## config.mk

```make
export PLATFORM = sky130hd
export DESIGN_NAME = audio_fifo_csr
export DESIGN_NICKNAME = d
export VERILOG_FILES = /design/src/rtl/afc_pkg.sv /design/src/rtl/afc_fifo.sv /design/src/rtl/afc_regs.sv /design/src/rtl/afc_flags.sv /design/src/rtl/audio_fifo_csr.sv
export SDC_FILE = /design/constraint.sdc
export NUM_CORES = 1
export LEC_CHECK = 0
export ABC_AREA = 1
export BUFFER_PORTS_ARGS = -buffer_cell sky130_fd_sc_hd__clkbuf_2
export CORE_MARGIN = 5
export CORE_UTILIZATION = 50
export CTS_BUF_LIST = sky130_fd_sc_hd__clkbuf_4
export CTS_CLUSTER_SIZE = 25
export DETAILED_ROUTE_END_ITERATION = 8
export PLACE_DENSITY = 0.73
export SYNTH_ARGS = -nofsm -noshare
export SYNTH_HDL_FRONTEND = slang
export SYNTH_SLANG_ARGS = --single-unit
```

## constraint.sdc

```tcl
create_clock -name clk -period 4.7 [get_ports clk]
set_input_delay 0.47 -clock clk [delete_from_list [all_inputs] [get_ports clk]]
set_output_delay 0.47 -clock clk [all_outputs]
set_load 0.03 [all_outputs]
```

## src/rtl/afc_pkg.sv

```systemverilog
`timescale 1ns/1ps
package afc_pkg;

    localparam int BUS_W  = 32;
    localparam int ADDR_W = 3;

    typedef enum logic [ADDR_W-1:0] {
        A_CTRL  = 3'd0,
        A_FMT   = 3'd1,
        A_STAT  = 3'd2,
        A_IMASK = 3'd3,
        A_ICLR  = 3'd4,
        A_DIV   = 3'd5,
        A_DATA  = 3'd6
    } reg_addr_e;

    // Global control layout; threshold fields are 4 bits wide.
    typedef struct packed {
        logic [3:0] rx_th;     // 15:12
        logic [3:0] tx_th;     // 11:8
        logic [1:0] rsv_hi;    // 7:6
        logic       fifo_sel;  // 5
        logic       spec_en;   // 4
        logic       srst;      // 3
        logic       bclk_dir;  // 2
        logic       rsv_lo;    // 1
        logic       en;        // 0
    } ctrl_t;

    typedef struct packed {
        logic       lpbk;      // 5
        logic       play_dis;  // 4
        logic       rec_dis;   // 3
        logic [1:0] rsv;       // 2:1
        logic       alt;       // 0
    } fmt_t;

    localparam logic [15:0] CTRL_WMASK     = 16'hFF3D;
    localparam logic [15:0] CTRL_SRST_ONLY = 16'h0008;
    localparam logic [5:0]  FMT_WMASK      = 6'h39;
    localparam logic [5:0]  FMT_RST        = 6'h18;
    localparam logic [7:0]  IMASK_WMASK    = 8'h78;

    localparam int ST_OFF  = 7;
    localparam int ST_ORUN = 6;
    localparam int ST_URUN = 5;
    localparam int ST_RSVC = 4;
    localparam int ST_TSVC = 3;
    localparam int ST_BUSY = 2;
    localparam int ST_RNE  = 1;
    localparam int ST_TNF  = 0;

    typedef struct packed {
        logic off;
        logic orun;
        logic urun;
        logic rsvc;
        logic tsvc;
        logic busy;
        logic rne;
        logic tnf;
    } status_t;

    function automatic logic [7:0] irq_sources(input status_t s);
        return {1'b0, s.orun, s.urun, s.rsvc, s.tsvc, 3'b000};
    endfunction

endpackage

```

## src/rtl/afc_fifo.sv

```systemverilog
`timescale 1ns/1ps
module afc_fifo #(
    parameter int W     = 32,
    parameter int DEPTH = 16
) (
    input  logic                          clk,
    input  logic                          rst,
    input  logic                          flush,
    input  logic                          push,
    input  logic [W-1:0]                  din,
    input  logic                          pop,
    output logic [W-1:0]                  dout,
    output logic [$clog2(DEPTH+1)-1:0]    level,
    output logic                          full,
    output logic                          empty
);
    localparam int PTR_W = $clog2(DEPTH);
    localparam int CNT_W = $clog2(DEPTH+1);

    logic [W-1:0]     mem [DEPTH];
    logic [PTR_W-1:0] wptr, rptr;
    logic [CNT_W-1:0] cnt;
    logic             do_push, do_pop;

    assign full    = (cnt == CNT_W'(DEPTH));
    assign empty   = (cnt == '0);
    assign do_push = push && !full;
    assign do_pop  = pop && !empty;
    assign dout    = mem[rptr];
    assign level   = cnt;

    always_ff @(posedge clk) begin
        if (do_push && !flush)
            mem[wptr] <= din;
    end

    always_ff @(posedge clk) begin
        if (rst || flush) begin
            wptr <= '0;
            rptr <= '0;
            cnt  <= '0;
        end else begin
            if (do_push)
                wptr <= (wptr == PTR_W'(DEPTH-1)) ? '0 : wptr + 1'b1;
            if (do_pop)
                rptr <= (rptr == PTR_W'(DEPTH-1)) ? '0 : rptr + 1'b1;
            case ({do_push, do_pop})
                2'b10:   cnt <= cnt + 1'b1;
                2'b01:   cnt <= cnt - 1'b1;
                default: cnt <= cnt;
            endcase
        end
    end
endmodule

```

## src/rtl/afc_regs.sv

```systemverilog
`timescale 1ns/1ps
module afc_regs
    import afc_pkg::*;
#(
    parameter int DIV_W = 7
) (
    input  logic              clk,
    input  logic              rst,
    input  logic              wr_ctrl,
    input  logic              wr_fmt,
    input  logic              wr_imask,
    input  logic              wr_div,
    input  logic [BUS_W-1:0]  wdata,
    output ctrl_t             ctrl,
    output fmt_t              fmt,
    output logic [7:0]        imask,
    output logic [DIV_W-1:0]  div
);
    logic unused_hi;
    assign unused_hi = ^wdata[BUS_W-1:16];

    always_ff @(posedge clk) begin
        if (rst) begin
            ctrl <= ctrl_t'(16'h0000);
        end else if (wr_ctrl) begin
            ctrl <= wdata[3] ? ctrl_t'(CTRL_SRST_ONLY)
                             : ctrl_t'(wdata[15:0] & CTRL_WMASK);
        end
    end

    always_ff @(posedge clk) begin
        if (rst || ctrl.srst) begin
            fmt   <= fmt_t'(FMT_RST);
            imask <= '0;
            div   <= '0;
        end else begin
            if (wr_fmt)
                fmt <= fmt_t'(wdata[5:0] & FMT_WMASK);
            if (wr_imask)
                imask <= wdata[7:0] & IMASK_WMASK;
            if (wr_div)
                div <= wdata[DIV_W-1:0];
        end
    end
endmodule

```

## src/rtl/afc_flags.sv

```systemverilog
`timescale 1ns/1ps
module afc_flags
    import afc_pkg::*;
#(
    parameter int CNT_W = 5
) (
    input  logic             clk,
    input  logic             rst,
    input  logic             srst,
    input  logic             clr_orun,
    input  logic             clr_urun,
    input  logic             orun_set,
    input  logic             urun_set,
    input  logic [CNT_W-1:0] rx_level,
    input  logic [CNT_W-1:0] tx_level,
    input  logic             rx_full_n,
    input  logic             rx_empty,
    input  logic             tx_full,
    input  logic [3:0]       rx_th,
    input  logic [3:0]       tx_th,
    input  logic             link_on,
    input  logic             ser_busy,
    input  logic [7:0]       imask,
    output status_t          status,
    output logic             irq
);
    logic orun_q, urun_q;
    logic unused_nf;
    assign unused_nf = rx_full_n;

    always_ff @(posedge clk) begin
        if (rst || srst) begin
            orun_q <= 1'b0;
            urun_q <= 1'b0;
        end else begin
            orun_q <= (orun_q && !clr_orun) || orun_set;
            urun_q <= (urun_q && !clr_urun) || urun_set;
        end
    end

    always_comb begin
        status.off  = !link_on && !ser_busy;
        status.orun = orun_q;
        status.urun = urun_q;
        status.rsvc = !rx_empty && (rx_level >= CNT_W'(rx_th));
        status.tsvc = (tx_level <= CNT_W'(tx_th));
        status.busy = ser_busy;
        status.rne  = !rx_empty;
        status.tnf  = !tx_full;
    end

    assign irq = |(irq_sources(status) & imask);
endmodule

```

## src/rtl/audio_fifo_csr.sv

```systemverilog
`timescale 1ns/1ps
module audio_fifo_csr
    import afc_pkg::*;
#(
    parameter int DEPTH = 16,
    parameter int DIV_W = 7
) (
    input  logic              clk,
    input  logic              rst,
    input  logic              cpu_wr,
    input  logic              cpu_rd,
    input  logic [2:0]        cpu_addr,
    input  logic [31:0]       cpu_wdata,
    output logic [31:0]       cpu_rdata,
    input  logic              ser_tx_req,
    output logic [31:0]       tx_sample,
    input  logic              ser_rx_valid,
    input  logic [31:0]       rx_sample,
    input  logic              ser_busy,
    output logic              link_en,
    output logic              bclk_out,
    output logic              alt_fmt,
    output logic              loopback,
    output logic              play_off,
    output logic              rec_off,
    output logic              fifo_sel,
    output logic              spec_en,
    output logic [DIV_W-1:0]  clk_div,
    output logic              irq
);
    localparam int CNT_W = $clog2(DEPTH+1);

    ctrl_t            ctrl;
    fmt_t             fmt;
    logic [7:0]       imask;
    status_t          status;
    logic             soft_rst;
    logic             wr_ctrl, wr_fmt, wr_imask, wr_div, wr_clr, wr_data, rd_data;
    logic [31:0]      tx_dout, rx_dout;
    logic [CNT_W-1:0] tx_level, rx_level;
    logic             tx_full, tx_empty, rx_full, rx_empty;

    assign wr_ctrl  = cpu_wr && (cpu_addr == A_CTRL);
    assign wr_fmt   = cpu_wr && (cpu_addr == A_FMT);
    assign wr_imask = cpu_wr && (cpu_addr == A_IMASK);
    assign wr_clr   = cpu_wr && (cpu_addr == A_ICLR);
    assign wr_div   = cpu_wr && (cpu_addr == A_DIV);
    assign wr_data  = cpu_wr && (cpu_addr == A_DATA);
    assign rd_data  = cpu_rd && (cpu_addr == A_DATA);
    assign soft_rst = ctrl.srst;

    afc_regs #(.DIV_W(DIV_W)) regs_i (
        .clk      (clk),
        .rst      (rst),
        .wr_ctrl  (wr_ctrl),
        .wr_fmt   (wr_fmt),
        .wr_imask (wr_imask),
        .wr_div   (wr_div),
        .wdata    (cpu_wdata),
        .ctrl     (ctrl),
        .fmt      (fmt),
        .imask    (imask),
        .div      (clk_div)
    );

    afc_fifo #(.W(32), .DEPTH(DEPTH)) txq_i (
        .clk   (clk),
        .rst   (rst),
        .flush (soft_rst),
        .push  (wr_data),
        .din   (cpu_wdata),
        .pop   (ser_tx_req),
        .dout  (tx_dout),
        .level (tx_level),
        .full  (tx_full),
        .empty (tx_empty)
    );

    afc_fifo #(.W(32), .DEPTH(DEPTH)) rxq_i (
        .clk   (clk),
        .rst   (rst),
        .flush (soft_rst),
        .push  (ser_rx_valid),
        .din   (rx_sample),
        .pop   (rd_data),
        .dout  (rx_dout),
        .level (rx_level),
        .full  (rx_full),
        .empty (rx_empty)
    );

    afc_flags #(.CNT_W(CNT_W)) flags_i (
        .clk       (clk),
        .rst       (rst),
        .srst      (soft_rst),
        .clr_orun  (wr_clr && cpu_wdata[ST_ORUN]),
        .clr_urun  (wr_clr && cpu_wdata[ST_URUN]),
        .orun_set  (ser_rx_valid && rx_full),
        .urun_set  (ser_tx_req && tx_empty),
        .rx_level  (rx_level),
        .tx_level  (tx_level),
        .rx_full_n (!rx_full),
        .rx_empty  (rx_empty),
        .tx_full   (tx_full),
        .rx_th     (ctrl.rx_th),
        .tx_th     (ctrl.tx_th),
        .link_on   (ctrl.en),
        .ser_busy  (ser_busy),
        .imask     (imask),
        .status    (status),
        .irq       (irq)
    );

    assign tx_sample = tx_empty ? 32'h0 : tx_dout;

    always_comb begin
        case (cpu_addr)
            A_CTRL:  cpu_rdata = {16'h0, ctrl};
            A_FMT:   cpu_rdata = {26'h0, fmt};
            A_STAT:  cpu_rdata = {24'h0, status};
            A_IMASK: cpu_rdata = {24'h0, imask};
            A_DIV:   cpu_rdata = 32'(clk_div);
            A_DATA:  cpu_rdata = rx_empty ? 32'h0 : rx_dout;
            default: cpu_rdata = 32'h0;
        endcase
    end

    assign link_en  = ctrl.en;
    assign bclk_out = ctrl.bclk_dir;
    assign fifo_sel = ctrl.fifo_sel;
    assign spec_en  = ctrl.spec_en;
    assign alt_fmt  = fmt.alt;
    assign loopback = fmt.lpbk;
    assign play_off = fmt.play_dis;
    assign rec_off  = fmt.rec_dis;
endmodule

```

* Word level (Yosys, flattened, before mapping)
Memories as Yosys holds them, arrays and structs flattened. A register that Yosys moved wholly into a read port is not among the register bits. Cells that the tools add are included.
Cells by class: add/sub/neg operators 8, $lt $le $gt $ge 2, equality and inequality tests 16, muxes and demuxes 18, bitwise logic cells 1, reductions and logical operators 39
Operator list (number):
- $pmux 32 s6 | 1
- $mux 32 | 2
- $mux 4 | 8
- $logic_and 1x1->1 | 21
- $pmux 5 s2 | 2
- $add 4x1->4 const B | 4
- $eq 4x4->1 const B | 4
- $mux 16 | 1
- $add 5x1->5 const B | 2
- $eq 5x5->1 const B | 2
- $logic_not 5->1 | 2
- $sub 5x1->5 const B | 2
- $eq 3x3->1 const B | 3
- $logic_not 1->1 | 9
- $reduce_or 8->1 | 1
- $and 7x7->7 | 1
- $eq 3x2->1 const B | 2
- $ge 5x4->1 | 1
- $le 5x4->1 | 1
- $eq 2x1->1 const B | 2
- $eq 2x2->1 const B | 2
- $mux 1 | 4
- $reduce_bool 2->1 | 2
- $eq 3x1->1 const B | 1
- other kinds (2) | 4
Storage, ports and cells: flip-flop bits (word level) 59, bits in writable memories 1024, input port bits 74, output and inout bits 80, logic and storage cells 109, memories 2
Memories:
- rxq_i.mem | words 16, width 32, rd ports 1, clocked after Yosys merged registers in 1, wr ports 1, RTL line afc_fifo.sv:20 | logic [W-1:0] mem [DEPTH];
- txq_i.mem | words 16, width 32, rd ports 1, clocked after Yosys merged registers in 1, wr ports 1, RTL line afc_fifo.sv:20

* Longest topological paths before layout
word-level depth 6, depth in mapped cells 13, depth with buffers taken out 13

* By module
Synthesis repeated with hierarchy kept, for this count alone.
Unflattened totals: cells, all modules 4557, area total of the unflattened synthesis 47008.8 µm²
Modules (own cells, without submodules):
- afc_fifo (txq_i) | times used 1, cells an instance 2048, area each 22190.0 µm², sequential area each 15715.1 µm²
- afc_fifo (rxq_i) | times used 1, cells an instance 2049, area each 22158.8 µm², sequential area each 15715.1 µm²
- afc_regs | times used 1, cells an instance 135, area each 1132.3 µm², sequential area each 560.5 µm²
- audio_fifo_csr | times used 1, cells an instance 259, area each 1123.6 µm², sequential area each 0.0 µm²
- afc_flags | times used 1, cells an instance 66, area each 404.1 µm², sequential area each 40.0 µm²

* Worst setup path after synthesis
Ideal clock, no wire load.
path type flip-flop to flip-flop, from register rxq_i.cnt[1], in the netlist rxq_i.level[1], to memory rxq_i.mem[7][0], enable pin, setup time 0.461 ns, data arrival time 3.071 ns, data required time 4.239 ns, path slack 1.168 ns, cell stages (with the launch flop) 7, buffers on the path 0, period minus slack after synthesis 3.532 ns, cells stage by stage dfxtp_1 > inv_1 > nand4_1 > nand2_1 > inv_1 > nand2_2 > nor3_1
On the way: cells in the longest elaborated chain, start to end 6
Ends and longest elaborated chain:
- start, declared | RTL line afc_fifo.sv:22 | logic [CNT_W-1:0] cnt;
- start signal, assigned | RTL line afc_fifo.sv:48 | 2'b10: cnt <= cnt + 1'b1;
- start signal, assigned | RTL line afc_fifo.sv:49 | 2'b01: cnt <= cnt - 1'b1;
- start signal, assigned | RTL line afc_fifo.sv:50 | default: cnt <= cnt;
- $eq 5x5->1 | RTL line afc_fifo.sv:25 | assign full = (cnt == CNT_W'(DEPTH));
- $logic_not 1->1 | RTL line afc_fifo.sv:27 | assign do_push = push && !full;
- $logic_and 1x1->1 | RTL line afc_fifo.sv:27
- $logic_and 1x1->1 | RTL line afc_fifo.sv:33 | if (do_push && !flush)
- $mux 1 | RTL line afc_fifo.sv:33
- $mux 1 (implied by the code) | RTL line afc_fifo.sv:34 | mem[wptr] <= din;
- end, declared | RTL line afc_fifo.sv:20
No other way between the ends.

==> out/qor.yml <==
status:
  status: "completed"
detailed_routing:
  viasPerCell: 5.561
  ant_nets: 0
  highest_layer: "met5"
  wirelength_um: 116600
  drt-met1-wl_um: 45470
  route.detailed.drc: 0
  detail_route.wl_per_cell_um: 20.35
  met3_length_um: 11760
  drtPass1Iterations: 6
  drtIter0Drc: 3845
  vias: 31860
  met2_length_um: 55550
timing:
  finalSetupTns_ns: 0
  worst_pin_slew_ns: 1.162
  hold_viol: 0
  slew_headroom_pct: 22.54
  rsz0062_at_grt: "false"
  max_freq_mhz: 232.4
  fin_skew_ns: 0.1528
  finalCriticalPeriod_ns: 4.303
  setup_slack_ns: 0.3975
  setup_viol: 0
  min_period_over_period_pct: 91.54
  slew_violations: 0
placed_design:
  dp_slack_ns: 1.543
  dp_hpwl_um: 63450
  gp_congestion: 0.8665
  portBuffers: 153
clock_network:
  numClockSinks: 1088
  clockRootBuffer: "clkbuf_4"
  cts.clk_slew.worst_paths_ns: 0.06
  clock_path_buffers: 4
  clkLatencyLatePin_ns: 1.16
  cts_tree: "done"
  htreeDepth: 5
  cts_buffers: 295
  cts_setup_buffers: 0
synthesis:
  synth_seq_area_share_pct: 70.62
  syn_nets: 4114
  syn_inst: 4012
  yosysWarnings: 0
  syn-cell-area_um2: 45350
  synth_seq_cells: 1088
  ys_types: 37
  synth_area_per_cell_um2: 11.30
grt:
  track_usage_pct: 23.46
  grt_pass1_vias: 30850
  grt_remaining_overflow: 0
  grt_first_pass_wirelength_um: 177000
  grt_max_degree: 220
  antenna_found_initial: 7
floorplanning:
  die-width_um: 311.2
  io_pins: 154
  core-area_um2: 90010
  num_rows: 110
  initial_utilization_pct: 50.39
  die_area_um2: 96830
  die_h_um: 311.2
worst_setup_path:
  crit_chain: "inv_4 > buf_4 > nand3_1 > nand3_1 > nand2_1 > nand2_1 > a21oi_1 > clkbuf_2"
  crit_buf_inv: 3
  cp.required_ns: 4.23
  path_delay_family: "buffers and inverters"
  critical_path.startpoint_type: "flop"
  cp.arrival_ns: 3.83
  crit_slowest_cell: "dfxtp_4"
  cp_max_fo: 69
  endpoint_kind: "output port"
  cpPeakStageDelay_ns: 0.79
  path_class: "flop to output port"
hold_path:
  hold_path_class: "primary input to flop"
pwr:
  intPower_mw: 15.88
  switching_share_pct: 30.69
  pwr-share-seq_pct: 47.4
  leakagePower_nw: 19.52
  combPwrFrac_pct: 19.4
  design_power_total_mw: 22.91
  p_sw_mw: 7.031
  pwr-share-clk_pct: 33.2
  ir_drop_v: 0.0003353
  powerDensity_nw_per_um2: 448.7
final_layout:
  fillers: 7289
  final_net_count: 4486
  area_growth_pct: 12.58
  layout-drive-gt1-share_pct: 15.30
job:
  max_cap_viol_count: 0
Yosys cell counts:
library cell	count	share of area [%]
a211oi_1	1	0.017
a21oi_1	93	1.0
a22oi_1	8	0.13
buf_1	17	0.14
buf_12	1	0.044
buf_2	71	0.78
buf_4	44	0.73
buf_6	49	1.2
buf_8	1	0.033
clkbuf_1	43	0.36
clkinv_1	2	0.017
clkinv_4	1	0.019
dfxtp_1	64	2.8
edfxtp_1	1024	68
fa_1	2	0.088
ha_1	26	0.72
inv_1	228	1.9
inv_2	3	0.025
inv_4	1	0.014
inv_6	1	0.019
nand2_1	1287	11
nand2_2	3	0.041
nand3_1	688	7.6
nand3b_1	1	0.017
nand4_1	9	0.12
nor2_1	186	1.5
nor2_2	3	0.041
nor2_4	2	0.050
nor3_1	7	0.077
o211ai_1	50	0.83
o21ai_0	61	0.67
o21ai_1	22	0.24
o221ai_1	1	0.019
o22ai_1	2	0.028
or2_2	1	0.014
xnor2_1	3	0.058
xor2_1	6	0.12
cell type report:
| type | count | area (um2) | area share, % |
|---|---|---|---|
| inverter | 236 | 903.4 | 1.769 |
| tap | 1176 | 1471 | 2.882 |
| antenna | 3 | 7.507 | 0.01470 |
| sequential | 1088 | 32050 | 62.77 |
| timing repair buffer | 301 | 2180 | 4.269 |
| clock buffer | 401 | 3010 | 5.896 |
| multi-input combinational | 2462 | 11160 | 21.86 |
| clock inverter | 61 | 276.5 | 0.5416 |
cell usage in the layout, fill, tap and decap left out, drive strengths merged:
cell type       n
nand2        1290
edfxtp       1024
nand3         688
clkbuf        554
inv           244
nor2          191
a21oi          93
o21ai          83
dlygate4sd3    81
buf            67
dfxtp          64
clkinv         52
o211ai         50
ha             26
nand4           9
a22oi           8
nor3            7
xor2            6
diode           3
xnor2           3
o22ai           2
fa              2
o221ai          1
nand3b          1
or2             1
a211oi          1
bufinv          1
path summary, 6_finish.rpt:
check	to	slack, ns	cells after the start	startpoint
min reg2reg	regs_i.imask[6]	0.49	2	regs_i.imask[6]
max	tx_sample[24]	0.40	8	flop
max reg2reg	txq_i.mem[2][16]	1.72	7	txq_i.level[1]
min	rxq_i.mem[0][16]	0.32	2	rx_sample[16]
logic make-up after synthesis:
group | synth area share [%]
simple gates | 20.15
compound gates | 2.966
flops | 70.62
fa+ha+maj | 0.8056
buf+inv | 5.283
xor+xnor | 0.1738
what timing repair did:
item / in CTS / in global routing
resized for setup: 0 / 0
hold buffers: 81 / 0
hold endpoints to repair: 1076 / 0
routing by layer:
metal	global-route usage, %	up-vias
met5	0	-
li1	-	14710
met4	9.518	6
met3	5.788	283
met1	31.05	15050
met2	37.63	1803
sequential cells by signal, summed over array words and instances, names as in the netlist, named ones only:
| register | cells |
|---|---|
| regs_i.div | 7 |
| txq_i.rptr | 4 |
| txq_i.level | 5 |
| regs_i.ctrl | 13 |
| regs_i.imask | 4 |
| flags_i.orun_q | 1 |
| flags_i.urun_q | 1 |
| rxq_i.wptr | 4 |
| rxq_i.mem | 512 |
| txq_i.mem | 512 |
| rxq_i.rptr | 4 |
| regs_i.fmt | 4 |
| rxq_i.level | 5 |
| txq_i.wptr | 4 |
per-stage QoR:
stage          area [um2]  hold slack (ns)  std cells  util (%)
6_report            51060           0.3211       5728     56.72
5_1_grt             51060           0.2298       5728     56.72
4_1_cts             51050           0.1501       5725     56.72
3_5_place_dp        46950           0.4743       5182     52.16
3_3_place_gp        46950           0.4672       5182     52.16
2_1_floorplan       45350           0.4496       4012         -
power groups by stage:
| stage | registers [mW] | logic [mW] | clock network (mW) |
|---|---|---|---|
| 6_report | 10.9 | 4.44 | 7.60 |
| 5_1_grt | 10.9 | 4.86 | 8.32 |
| 4_1_cts | 10.9 | 4.41 | 7.77 |
| 3_5_place_dp | 11.1 | 4.34 | 0 |
| 3_3_place_gp | 11.1 | 4.27 | 0 |
| 2_1_floorplan | 11.0 | 3.29 | 0 |
Note: power is estimated with default switching activity, not from simulation.
